File: config.mk
export PLATFORM = sky130hd
export DESIGN_NAME = ow_temp_seq
export DESIGN_NICKNAME = d
export VERILOG_FILES = /design/src/rtl/ow_pkg.sv /design/src/rtl/ow_slot_timer.sv /design/src/rtl/ow_byte_xfer.sv /design/src/rtl/ow_temp_seq.sv
export SDC_FILE = /design/constraint.sdc
export NUM_CORES = 1
export LEC_CHECK = 0
export ABC_AREA = 1
export BUFFER_PORTS_ARGS = -buffer_cell sky130_fd_sc_hd__buf_2
export CAP_MARGIN = 20
export CORE_ASPECT_RATIO = 0.9
export CORE_MARGIN = 8
export CORE_UTILIZATION = 49
export CTS_CLUSTER_SIZE = 28
export DETAILED_ROUTE_END_ITERATION = 12
export MAX_ROUTING_LAYER = met4
export PLACE_DENSITY_LB_ADDON = 0.3
export SLEW_MARGIN = 20
export SYNTH_ARGS = -nofsm -noshare
export SYNTH_HDL_FRONTEND = slang
export SYNTH_HIERARCHICAL = 1
export SYNTH_SLANG_ARGS = --single-unit
File: constraint.sdc
create_clock -name clk -period 3.55 [get_ports clk]
set_clock_uncertainty 0.15 [all_clocks]
set_input_delay 1.065 -clock clk [delete_from_list [all_inputs] [get_ports clk]]
set_output_delay 1.065 -clock clk [all_outputs]
set_load 0.02 [all_outputs]
File: src/rtl/ow_pkg.sv
package ow_pkg;
  typedef enum logic [1:0] {
    SLOT_RESET = 2'd0,
    SLOT_WRITE = 2'd1,
    SLOT_READ  = 2'd2
  } slot_kind_e;

  typedef enum logic [3:0] {
    ST_RST_A, ST_SKIP_A, ST_CONVERT, ST_CONV_WAIT,
    ST_RST_B, ST_SKIP_B, ST_READ_CMD, ST_READ_LO, ST_READ_HI, ST_DELIVER
  } seq_step_e;

  localparam logic [7:0] CMD_SKIP_ROM     = 8'hCC;
  localparam logic [7:0] CMD_CONVERT      = 8'h44;
  localparam logic [7:0] CMD_READ_SCRATCH = 8'hBE;
endpackage

File: src/rtl/ow_slot_timer.sv
module ow_slot_timer
  import ow_pkg::*;
#(
  parameter int RST_LOW_US   = 500,
  parameter int RST_REL_US   = 500,
  parameter int WR_LOW_US    = 5,
  parameter int WR_DATA_US   = 60,
  parameter int WR_SLOT_US   = 65,
  parameter int RD_LOW_US    = 3,
  parameter int RD_SAMPLE_US = 12,
  parameter int RD_SLOT_US   = 65
) (
  input  logic       clk,
  input  logic       rst_n,
  input  logic       tick_us,
  input  logic       start,
  input  slot_kind_e kind,
  input  logic       wbit,
  input  logic       line_in,
  output logic       busy,
  output logic       pull,
  output logic       rbit,
  output logic       done
);
  localparam int RST_SLOT_US = RST_LOW_US + RST_REL_US;
  localparam int CW = $clog2(RST_SLOT_US + WR_SLOT_US + RD_SLOT_US + 1);

  logic [CW-1:0] cnt;
  logic [CW-1:0] last;
  slot_kind_e    kind_q;
  logic          wbit_q;

  always_comb begin
    case (kind_q)
      SLOT_RESET: last = CW'(RST_SLOT_US - 1);
      SLOT_WRITE: last = CW'(WR_SLOT_US - 1);
      default:    last = CW'(RD_SLOT_US - 1);
    endcase
  end

  // line pulled low only in the drive phases of the active slot
  always_comb begin
    pull = 1'b0;
    if (busy) begin
      case (kind_q)
        SLOT_RESET: pull = cnt < CW'(RST_LOW_US);
        SLOT_WRITE: pull = (cnt < CW'(WR_LOW_US)) || (!wbit_q && (cnt < CW'(WR_DATA_US)));
        default:    pull = cnt < CW'(RD_LOW_US);
      endcase
    end
  end

  always_ff @(posedge clk or negedge rst_n) begin
    if (!rst_n) begin
      busy   <= 1'b0;
      cnt    <= '0;
      kind_q <= SLOT_RESET;
      wbit_q <= 1'b0;
      rbit   <= 1'b0;
      done   <= 1'b0;
    end else begin
      done <= 1'b0;
      if (!busy) begin
        if (start) begin
          busy   <= 1'b1;
          cnt    <= '0;
          kind_q <= kind;
          wbit_q <= wbit;
        end
      end else if (tick_us) begin
        if (kind_q == SLOT_READ && cnt == CW'(RD_SAMPLE_US)) rbit <= line_in;
        if (cnt == last) begin
          busy <= 1'b0;
          done <= 1'b1;
        end else begin
          cnt <= cnt + 1'b1;
        end
      end
    end
  end

  // every slot opens with the line pulled low
  a_r4_slot_opens_low: assert property (@(posedge clk) disable iff (!rst_n)
    $rose(busy) |-> pull);

  // the sample is taken after the line has been released
  a_r7_sample_released: assert property (@(posedge clk) disable iff (!rst_n)
    (busy && kind_q == SLOT_READ && tick_us && cnt == CW'(RD_SAMPLE_US)) |-> !pull);
endmodule

File: src/rtl/ow_byte_xfer.sv
module ow_byte_xfer
  import ow_pkg::*;
#(
  parameter int BITS         = 8,
  parameter int RST_LOW_US   = 500,
  parameter int RST_REL_US   = 500,
  parameter int WR_LOW_US    = 5,
  parameter int WR_DATA_US   = 60,
  parameter int WR_SLOT_US   = 65,
  parameter int RD_LOW_US    = 3,
  parameter int RD_SAMPLE_US = 12,
  parameter int RD_SLOT_US   = 65
) (
  input  logic            clk,
  input  logic            rst_n,
  input  logic            tick_us,
  input  logic            start,
  input  slot_kind_e      op,
  input  logic [BITS-1:0] tx_byte,
  input  logic            line_in,
  output logic            pull,
  output logic [BITS-1:0] rx_byte,
  output logic            done
);
  localparam int NBW = $clog2(BITS);

  logic            active;
  logic            go;
  slot_kind_e      op_q;
  logic [BITS-1:0] sh;
  logic [NBW-1:0]  nbit;
  logic            slot_busy;
  logic            slot_rbit;
  logic            slot_done;

  ow_slot_timer #(
    .RST_LOW_US(RST_LOW_US), .RST_REL_US(RST_REL_US),
    .WR_LOW_US(WR_LOW_US), .WR_DATA_US(WR_DATA_US), .WR_SLOT_US(WR_SLOT_US),
    .RD_LOW_US(RD_LOW_US), .RD_SAMPLE_US(RD_SAMPLE_US), .RD_SLOT_US(RD_SLOT_US)
  ) u_slot (
    .clk(clk), .rst_n(rst_n), .tick_us(tick_us),
    .start(go), .kind(op_q), .wbit(sh[0]), .line_in(line_in),
    .busy(slot_busy), .pull(pull), .rbit(slot_rbit), .done(slot_done)
  );

  assign rx_byte = sh;

  always_ff @(posedge clk or negedge rst_n) begin
    if (!rst_n) begin
      active <= 1'b0;
      go     <= 1'b0;
      done   <= 1'b0;
      op_q   <= SLOT_RESET;
      sh     <= '0;
      nbit   <= '0;
    end else begin
      go   <= 1'b0;
      done <= 1'b0;
      if (!active) begin
        if (start) begin
          active <= 1'b1;
          op_q   <= op;
          sh     <= tx_byte;
          nbit   <= '0;
          go     <= 1'b1;
        end
      end else if (slot_done) begin
        // LSB-first: written bit leaves at bit 0, read bit enters at the top
        sh <= {slot_rbit, sh[BITS-1:1]};
        if (op_q == SLOT_RESET || nbit == NBW'(BITS - 1)) begin
          active <= 1'b0;
          done   <= 1'b1;
        end else begin
          nbit <= nbit + 1'b1;
          go   <= 1'b1;
        end
      end
    end
  end

  // a slot is only launched once the previous one has finished
  a_r5_slot_idle_on_go: assert property (@(posedge clk) disable iff (!rst_n)
    go |-> !slot_busy);
endmodule

File: src/rtl/ow_temp_seq.sv
module ow_temp_seq
  import ow_pkg::*;
#(
  parameter int CONV_WAIT_US = 800000,
  parameter int RST_LOW_US   = 500,
  parameter int RST_REL_US   = 500,
  parameter int WR_LOW_US    = 5,
  parameter int WR_DATA_US   = 60,
  parameter int WR_SLOT_US   = 65,
  parameter int RD_LOW_US    = 3,
  parameter int RD_SAMPLE_US = 12,
  parameter int RD_SLOT_US   = 65
) (
  input  logic        clk,
  input  logic        rst_n,
  input  logic        tick_us,
  input  logic        ow_line_in,
  output logic        ow_pull,
  output logic [15:0] temp_data,
  output logic        temp_valid,
  input  logic        temp_ready
);
  localparam int BITS = 8;
  localparam int WCW  = $clog2(CONV_WAIT_US + 1);

  seq_step_e       step;
  seq_step_e       nxt;
  logic            launched;
  logic            xstart;
  logic            xdone;
  slot_kind_e      xop;
  logic [BITS-1:0] xtx;
  logic [BITS-1:0] xrx;
  logic [WCW-1:0]  wcnt;

  ow_byte_xfer #(
    .BITS(BITS), .RST_LOW_US(RST_LOW_US), .RST_REL_US(RST_REL_US),
    .WR_LOW_US(WR_LOW_US), .WR_DATA_US(WR_DATA_US), .WR_SLOT_US(WR_SLOT_US),
    .RD_LOW_US(RD_LOW_US), .RD_SAMPLE_US(RD_SAMPLE_US), .RD_SLOT_US(RD_SLOT_US)
  ) u_xfer (
    .clk(clk), .rst_n(rst_n), .tick_us(tick_us),
    .start(xstart), .op(xop), .tx_byte(xtx), .line_in(ow_line_in),
    .pull(ow_pull), .rx_byte(xrx), .done(xdone)
  );

  always_comb begin
    xop = SLOT_WRITE;
    xtx = CMD_SKIP_ROM;
    case (step)
      ST_RST_A, ST_RST_B:     xop = SLOT_RESET;
      ST_CONVERT:             xtx = CMD_CONVERT;
      ST_READ_CMD:            xtx = CMD_READ_SCRATCH;
      ST_READ_LO, ST_READ_HI: begin xop = SLOT_READ; xtx = '1; end
      default: ;
    endcase
  end

  always_comb begin
    case (step)
      ST_RST_A:    nxt = ST_SKIP_A;
      ST_SKIP_A:   nxt = ST_CONVERT;
      ST_CONVERT:  nxt = ST_CONV_WAIT;
      ST_RST_B:    nxt = ST_SKIP_B;
      ST_SKIP_B:   nxt = ST_READ_CMD;
      ST_READ_CMD: nxt = ST_READ_LO;
      ST_READ_LO:  nxt = ST_READ_HI;
      default:     nxt = ST_DELIVER;
    endcase
  end

  always_ff @(posedge clk or negedge rst_n) begin
    if (!rst_n) begin
      step       <= ST_RST_A;
      launched   <= 1'b0;
      xstart     <= 1'b0;
      wcnt       <= '0;
      temp_data  <= '0;
      temp_valid <= 1'b0;
    end else begin
      xstart <= 1'b0;
      case (step)
        ST_CONV_WAIT: if (tick_us) begin
          if (wcnt == WCW'(CONV_WAIT_US - 1)) begin
            wcnt <= '0;
            step <= ST_RST_B;
          end else begin
            wcnt <= wcnt + 1'b1;
          end
        end
        ST_DELIVER: if (temp_ready) begin
          temp_valid <= 1'b0;
          step       <= ST_RST_A;
        end
        default: if (!launched) begin
          xstart   <= 1'b1;
          launched <= 1'b1;
        end else if (xdone) begin
          launched <= 1'b0;
          step     <= nxt;
          if (step == ST_READ_LO) temp_data[7:0] <= xrx;
          if (step == ST_READ_HI) begin
            temp_data[15:8] <= xrx;
            temp_valid      <= 1'b1;
          end
        end
      endcase
    end
  end

  // a pending word is held steady until accepted
  a_r9_hold_until_ready: assert property (@(posedge clk) disable iff (!rst_n)
    (temp_valid && !temp_ready) |=> (temp_valid && $stable(temp_data)));

  // an accepted word is withdrawn on the next cycle
  a_r9_drop_after_accept: assert property (@(posedge clk) disable iff (!rst_n)
    (temp_valid && temp_ready) |=> !temp_valid);

  // the bus stays released while a word waits
  a_r10_quiet_while_pending: assert property (@(posedge clk) disable iff (!rst_n)
    temp_valid |-> !ow_pull);
endmodule

==> reports/qor.log, run 1 <==
[route] topmost layer with routed signal wires met4
[clock_tree] Reg clk slew, reported paths 80 ps
[synthesis] Syn Nets 544
[power_and_ir_drop] total power density per cell area 396 nW/um2
[route] count of vias placed by the detailed router 3367
[power_and_ir_drop] logic gate share of total power 0.094
[setup_path] Worst Setup End Kind output port
[synthesis] mean instance size in the synthesized netlist 7.65 um2
[route] number of DRC violations after detailed routing 0
[setup_path] worst-path maximum fanout 8
[floorplanning] DIE AREA 11500 um2
[placement] DP Worst Slack 965 ps
[sta] time the final worst path needs with I/O delays and setup 3000 ps
[route] vias per inst 5.09
[synthesis] Top FF cell, synth sky130_fd_sc_hd__dfrtp_1
[clock_tree] # clock sinks 76
[route] average wire per standard cell 12.8 um
[clock_tree] total number of H-tree levels 3
[sta] slew at the pin closest to its max-slew limit 613 ps
[clock_tree] cts repair resizes 0
[clock_tree] Clk Latency, worst-skew pair 350 ps
[setup_path] Critical Setup Path Class flip-flop to output port
[finish] most common cell after layout, fill and taps aside sky130_fd_sc_hd__nand2_1
[clock_tree] Post-CTS Setup Bufs 0
[power_and_ir_drop] Net Switching 0.486 mW
[sta] Max Clk Rate 334 MHz
[sta] Max-slew headroom 0.590
[sta] tightest hold margin 315 ps
[sta] setup repair after global routing missed its margin no
[sta] period utilisation layout 0.844
[power_and_ir_drop] fraction of power spent switching nets 0.275
[synthesis] Synthesis Warnings 6
[floorplanning] Die H 103 um
[setup_path] type of origin of the critical path flip-flop
[route] met2 layer wire length in the routed design 3940 um
[setup_path] number of cells on the worst reg-to-reg path 5
[floorplanning] standard-cell rows 31
[placement] placed insts 644
[sta] max-slew violation total from the final report 0
[finish] share of final-layout standard cells stronger than drive strength 1 0.117
[power_and_ir_drop] P_int 1.28 mW
[worst_hold_path] startpoint of the worst hold path launched$_DFFE_PN0N_
[route] wire length reported by the detailed router 8450 um
[clock_tree] buffer levels on the longest clock path 2
[worst_hold_path] class of the most critical hold timing path flip-flop to flip-flop
[power_and_ir_drop] sequential fraction of design power 0.521
[sta] sum of negative setup slack 0 ps
[grt] antenna violations before repair 0
[worst_hold_path] count of cells along the worst hold path 1
[placement] routability-driven placement congestion ratio 0.888
[setup_path] standard cell with the maximum stage delay on the critical path sky130_fd_sc_hd__dfrtp_1
[route] Iteration-0 DRC Markers 178
[setup_path] biggest cell delay along the critical path 470 ps
[floorplanning] die span in x 112 um
[run] total of max-cap violations 0
[setup_path] cell-by-cell listing of the critical path nor2_1 > nand3_1 > nor2_1 > nand2_1 > o21ai_0 > nand2_1 > a21oi_1 > buf_2
[route] met3 wirelength from detailed routing 290 um
[clock_tree] TritonCTS clock tree built
[grt] via count of the first global-routing pass 3276
[grt] Overall Global Routing Usage 0.163
[synthesis] count of flip-flops with a built-in enable after synthesis 0
[floorplanning] I/O pins 23
[sta] setup ws final 552 ps
[clock_tree] number of hold-repair buffers added at the cts stage 0
[finish] net count reported at finish 567
[route] met1 wire length 4130 um
[synthesis] proportion of register bits with asynchronous set or reset after synthesis 1.00
[power_and_ir_drop] leakage power 2.39 nW
[grt] remaining global-route overflow 0
[setup_path] Reg2Reg Capture Point u_xfer/rx_byte[3]$_DFFE_PN0P_
[finish] commonest cells after routing, fill and taps aside sky130_fd_sc_hd__nand2_1 (151), sky130_fd_sc_hd__dfrtp_1 (76), sky130_fd_sc_hd__nor2_1 (67)
[clock_tree] master cell of the clock root buffer sky130_fd_sc_hd__clkbuf_8
[synthesis] count of state elements after synthesis 76
[synthesis] sequential element share of the synthesized area 0.466
[power_and_ir_drop] proportion of power drawn by the clock network 0.385
[sta] hold violation total from the final report 0
[setup_path] Worst EP required 2330 ps
[route] final antenna-violating net count 0
[synthesis] synthesized netlist cell count 534
[finish] diode count 0
[setup_path] Critical R2R Launch u_xfer/active$_DFF_PN0_
[placement] half-perimeter wire length of the detailed placement result 6120 um
[placement] number of port buffers 22
[finish] Post-Layout Cell Count 661
[setup_path] data arrival time of the worst path 1780 ps
[power_and_ir_drop] worst vdd ir 0.369 mV
[route] Pre-antenna DRT Iters 4
[clock_tree] number of clock buffers inserted by TritonCTS 9
[grt] largest net degree at the start of global routing 77
[worst_hold_path] hold-critical path endpoint xstart$_DFF_PN0_
[grt] wire length of the first global-routing pass 14900 um
[synthesis] number of distinct library cells after synthesis 33
[finish] Layout area overhead 9.31%
[synthesis] cell area after synthesis 4080 um2
[run_status] status completed
[floorplanning] starting density of the core 0.506
[setup_path] R2R Setup Slk 1640 ps
[finish] number of fill cells 780
[sta] final setup violating endpoints 0
[floorplanning] total core area 8070 um2
metal layers:
metal,up-vias,GRT usage
met1,1576,0.199
met2,52,0.268
li1,1729,-
met4,0,0.0466
met5,-,-
met3,10,0.0381
state kept, by name, summed over array words and instances (netlist names), 2 cells and up:
register and flops:
u_xfer/op_q 2, u_xfer/rx_byte 8, wcnt 20, u_xfer/u_slot/cnt 11, step 4, u_xfer/nbit 3, u_xfer/u_slot/kind_q 2, temp_data 16
worst max-delay path by stage:
stage	from	cells past startpoint	endpoint	slack [ps]
floorplan	u_xfer/u_slot/cnt[8]$_DFFE_PN0P_	8	ow_pull	1000
global placement	u_xfer/u_slot/cnt[8]$_DFFE_PN0P_	8	ow_pull	990
detailed placement	u_xfer/u_slot/cnt[8]$_DFFE_PN0P_	8	ow_pull	970
CTS	u_xfer/u_slot/cnt[8]$_DFFE_PN0P_	8	ow_pull	570
global route	u_xfer/u_slot/cnt[8]$_DFFE_PN0P_	8	ow_pull	430
finish	u_xfer/u_slot/cnt[8]$_DFFE_PN0P_	8	ow_pull	550
worst max-delay path, delay by kind of cell, from the launching register on:
kind | cells | cell delay [ps]
simple gates | 5 | 610
flops | 1 | 470
compound gates | 2 | 190
buf+inv | 1 | 180
stage by stage:
step | power, mW | cell area (um2) | utilization
after floorplan | 1.05 | 4080 | -
after global placement | 1.10 | 4230 | 0.524
after detailed placement | 1.10 | 4230 | 0.524
after CTS | 1.79 | 4440 | 0.550
after global routing | 1.85 | 4460 | 0.553
final | 1.77 | 4460 | 0.553
kinds of logic (layout without fill, tap and decap cells):
kind of cell,count (synthesis),count (layout),share of synthesized area
AOI/OAI and AO/OA,53,53,0.0699
xor gates and xnor gates,12,12,0.0257
adders and majority gates,5,5,0.0153
buffers and inverters,79,107,0.0852
DFF,76,76,0.466
muxes,1,1,0.00276
other,1,1,0.000918
and+or+nand+nor,307,307,0.335
Yosys cell counts, types with 3 or more instances:
cell type / count / area share
sky130_fd_sc_hd__nand2_1: 151 / 0.14
sky130_fd_sc_hd__dfrtp_1: 76 / 0.47
sky130_fd_sc_hd__nor2_1: 67 / 0.062
sky130_fd_sc_hd__inv_1: 63 / 0.058
sky130_fd_sc_hd__nand3_1: 46 / 0.056
sky130_fd_sc_hd__o21ai_0: 29 / 0.036
sky130_fd_sc_hd__a21oi_1: 13 / 0.016
sky130_fd_sc_hd__nand4_1: 10 / 0.015
sky130_fd_sc_hd__nor3_1: 8 / 0.0098
sky130_fd_sc_hd__xor2_1: 8 / 0.017
sky130_fd_sc_hd__buf_2: 6 / 0.0074
sky130_fd_sc_hd__o21a_1: 6 / 0.011
sky130_fd_sc_hd__ha_1: 5 / 0.015
sky130_fd_sc_hd__nand2_2: 5 / 0.0077
sky130_fd_sc_hd__nor2_2: 5 / 0.0077
sky130_fd_sc_hd__buf_6: 4 / 0.011
sky130_fd_sc_hd__inv_2: 4 / 0.0037
sky130_fd_sc_hd__xnor2_1: 4 / 0.0086
sky130_fd_sc_hd__nor2_4: 3 / 0.0083
sky130_fd_sc_hd__nor3b_1: 3 / 0.0055
power groups by stage:
| stage | clock network (mW) | registers (mW) | logic [mW] |
|---|---|---|---|
| floorplan | 0 | 0.923 | 0.130 |
| global placement | 0 | 0.935 | 0.162 |
| detailed placement | 0 | 0.938 | 0.163 |
| CTS | 0.705 | 0.920 | 0.164 |
| global route | 0.737 | 0.926 | 0.191 |
| finish | 0.681 | 0.920 | 0.167 |
area by class of cell:
cell class                      instances  area (um2)  area share
Inverter                               68         258      0.0577
Timing Repair Buffer                   23         140      0.0314
Sequential cell                        76        1900       0.426
Clock buffer                            9         124      0.0277
Tap cell                               99         124      0.0277
Multi-Input combinational cell        379        1830       0.411
Clock inverter                          7        82.6      0.0185
Power figures use the tool's default switching activity.
==> run 2: changes to the inputs <==
==> constraint.sdc (replaced) <==
create_clock -name clk -period 3 [get_ports clk]
set_clock_uncertainty 0.15 [all_clocks]
set_input_delay 0.9 -clock clk [delete_from_list [all_inputs] [get_ports clk]]
set_output_delay 0.9 -clock clk [all_outputs]
set_load 0.02 [all_outputs]
==> run 2 against run 1 <==
Net effect:
- non-clock buffer count is the same
- global-route usage down 0.19 points
- routed wire length down 1.5%
- setup slack got worse by 360 ps
- first-iteration DRC count down 5.6%
- sequential share of layout area about the same
- register-to-register slack worse by 540 ps
- largest cell class unchanged
- highest routed layer unchanged
==> reports/qor.log, run 2 (synthesized netlist as in run 1, its figures left out) <==
[worst_hold_path] class of the most critical hold timing path flip-flop to flip-flop
[finish] number of fill cells 789 [+1.2%]
[clock_tree] number of hold-repair buffers added at the cts stage 0 [unchanged]
[grt] wire length of the first global-routing pass 15000 um [+0.19%]
[clock_tree] Clk Latency, worst-skew pair 340 ps [about the same]
[power_and_ir_drop] leakage power 2.40 nW [+0.33%]
[grt] antenna violations before repair 0 [unchanged]
[sta] max-slew violation total from the final report 0 [unchanged]
[sta] final setup violating endpoints 0 [unchanged]
[placement] routability-driven placement congestion ratio 0.887 [-0.11%]
[finish] diode count 0 [unchanged]
[run] total of max-cap violations 0 [unchanged]
[grt] largest net degree at the start of global routing 42 [-45%]
[route] number of DRC violations after detailed routing 0 [unchanged]
[finish] Layout area overhead 9.25% [about the same]
[floorplanning] Die H 103 um [unchanged]
[grt] Overall Global Routing Usage 0.161 [-0.00190]
[route] Iteration-0 DRC Markers 168 [-5.6%]
[clock_tree] Post-CTS Setup Bufs 0 [unchanged]
[sta] setup repair after global routing missed its margin no
[sta] time the final worst path needs with I/O delays and setup 2810 ps
[grt] via count of the first global-routing pass 3354 [+2.4%]
[power_and_ir_drop] worst vdd ir 0.251 mV [-32%]
[finish] net count reported at finish 567 [unchanged]
[finish] most common cell after layout, fill and taps aside sky130_fd_sc_hd__nand2_1
[floorplanning] starting density of the core 0.506 [unchanged]
[setup_path] worst-path maximum fanout 8 [unchanged]
[route] count of vias placed by the detailed router 3393 [+0.77%]
[floorplanning] die span in x 112 um [unchanged]
[clock_tree] TritonCTS clock tree built
[placement] number of port buffers 22 [unchanged]
[floorplanning] DIE AREA 11500 um2 [unchanged]
[power_and_ir_drop] total power density per cell area 475 nW/um2 [+20%]
[sta] slew at the pin closest to its max-slew limit 626 ps [+12.6 ps]
[setup_path] Worst Setup End Kind output port
[route] Pre-antenna DRT Iters 5 [+1]
[finish] Post-Layout Cell Count 660 [-0.15%]
[route] wire length reported by the detailed router 8320 um [-1.5%]
[setup_path] Critical Setup Path Class flip-flop to output port
[sta] Max Clk Rate 356 MHz
[sta] Max-slew headroom 0.582 [-0.00843]
[clock_tree] number of clock buffers inserted by TritonCTS 9 [unchanged]
[run_status] status completed
[route] average wire per standard cell 12.6 um [-1.4%]
[placement] placed insts 645 [+0.16%]
[clock_tree] buffer levels on the longest clock path 2 [unchanged]
[route] vias per inst 5.14 [+0.92%]
[clock_tree] Reg clk slew, reported paths 80 ps [about the same]
[finish] largest registers in the final layout wcnt (20), temp_data (16), u_xfer/u_slot/cnt (11)
[clock_tree] cts repair resizes 0 [unchanged]
[setup_path] Worst EP required 1950 ps [-380 ps]
[floorplanning] I/O pins 23 [unchanged]
[sta] period utilisation layout 0.937
[finish] max FFs per register 20 [unchanged]
[floorplanning] total core area 8070 um2 [unchanged]
[grt] remaining global-route overflow 0 [unchanged]
[finish] share of final-layout standard cells stronger than drive strength 1 0.116 [-0.00157]
[sta] hold violation total from the final report 0 [unchanged]
[finish] commonest cells after routing, fill and taps aside sky130_fd_sc_hd__nand2_1 (151), sky130_fd_sc_hd__dfrtp_1 (76), sky130_fd_sc_hd__nor2_1 (67)
[route] final antenna-violating net count 0 [unchanged]
[clock_tree] master cell of the clock root buffer sky130_fd_sc_hd__clkbuf_8
[floorplanning] standard-cell rows 31 [unchanged]
[clock_tree] total number of H-tree levels 3 [unchanged]
[sta] sum of negative setup slack 0 ps [unchanged]
[setup_path] data arrival time of the worst path 1760 ps [-20 ps]
[finish] Biggest register wcnt
[clock_tree] # clock sinks 76 [unchanged]
[setup_path] type of origin of the critical path flip-flop
[placement] half-perimeter wire length of the detailed placement result 6210 um [+1.3%]
run 2: changes by cell type in the layout (fill, tap and decap cells not counted):
cell	previous run	this run
sky130_fd_sc_hd__inv_6	2	1
sky130_fd_sc_hd__buf_12	0	1
sky130_fd_sc_hd__clkinv_2	0	2
sky130_fd_sc_hd__inv_8	1	0
sky130_fd_sc_hd__clkinvlp_4	2	0
sky130_fd_sc_hd__buf_16	1	0
sky130_fd_sc_hd__bufinv_16	1	2
run 2: worst max-delay path, stage by stage, from the launching register on:
cell and delay [ps]:
sky130_fd_sc_hd__dfrtp_1 470, sky130_fd_sc_hd__nor2_1 200, sky130_fd_sc_hd__nand3_1 100, sky130_fd_sc_hd__nor2_1 150
sky130_fd_sc_hd__nand2_1 60, sky130_fd_sc_hd__o21ai_0 80, sky130_fd_sc_hd__nand2_1 70, sky130_fd_sc_hd__a21oi_1 130
sky130_fd_sc_hd__buf_2 180
run 2: per-layer routing:
metal / track usage / wire, um
met1: 0.205 / 4130
met2: 0.257 / 3830
met3: 0.0322 / 272
met4: 0.0476 / 89
met5: - / 0
run 2: layout make-up:
class | instances | area, um2 | area share
flip-flops and latches | 76 | 1900 | 0.426
multi-input cells | 379 | 1830 | 0.411
inverters | 68 | 258 | 0.0578
repair buffers | 23 | 133 | 0.0297
clock buffers | 9 | 124 | 0.0278
well taps | 99 | 124 | 0.0278
clock inverters | 6 | 87.6 | 0.0196
run 2: where the power goes:
part	leakage (nW)	total (mW)	switching [mW]	internal [mW]
Clock	0.109	0.833	0.367	0.465
Combinational	1.29	0.196	0.129	0.0674
Sequential	0.995	1.09	0.0384	1.05
run 2: worst paths after layout:
check / slack [ps] / endpoint / start / cells past startpoint
setup reg to reg: 1100 / u_xfer/rx_byte[1]$_DFFE_PN0P_ / u_xfer/active$_DFF_PN0_ / 5
setup / recovery: 190 / ow_pull / u_xfer/u_slot/cnt[8]$_DFFE_PN0P_ / 8
hold / removal: 300 / xstart$_DFF_PN0_ / launched$_DFFE_PN0N_ / 1
min in group asynchronous: 400 / wcnt[18]$_DFFE_PN0P_ / rst_n / 1
max in group asynchronous: 1730 / u_xfer/op_q[1]$_DFFE_PN0P_ / rst_n / 2
hold reg to reg: 300 / xstart$_DFF_PN0_ / launched$_DFFE_PN0N_ / 1
run 2: metrics by stage:
step	power, mW	setup WS (ps)	util	hold WS (ps)	instance area [um2]
finish	2.12	190	0.553	303	4460
global placement	1.30	609	0.527	289	4250
detailed placement	1.31	578	0.527	292	4250
global route	2.22	25.0	0.553	331	4460
CTS	2.14	197	0.553	302	4460
floorplan	1.25	612	-	274	4080
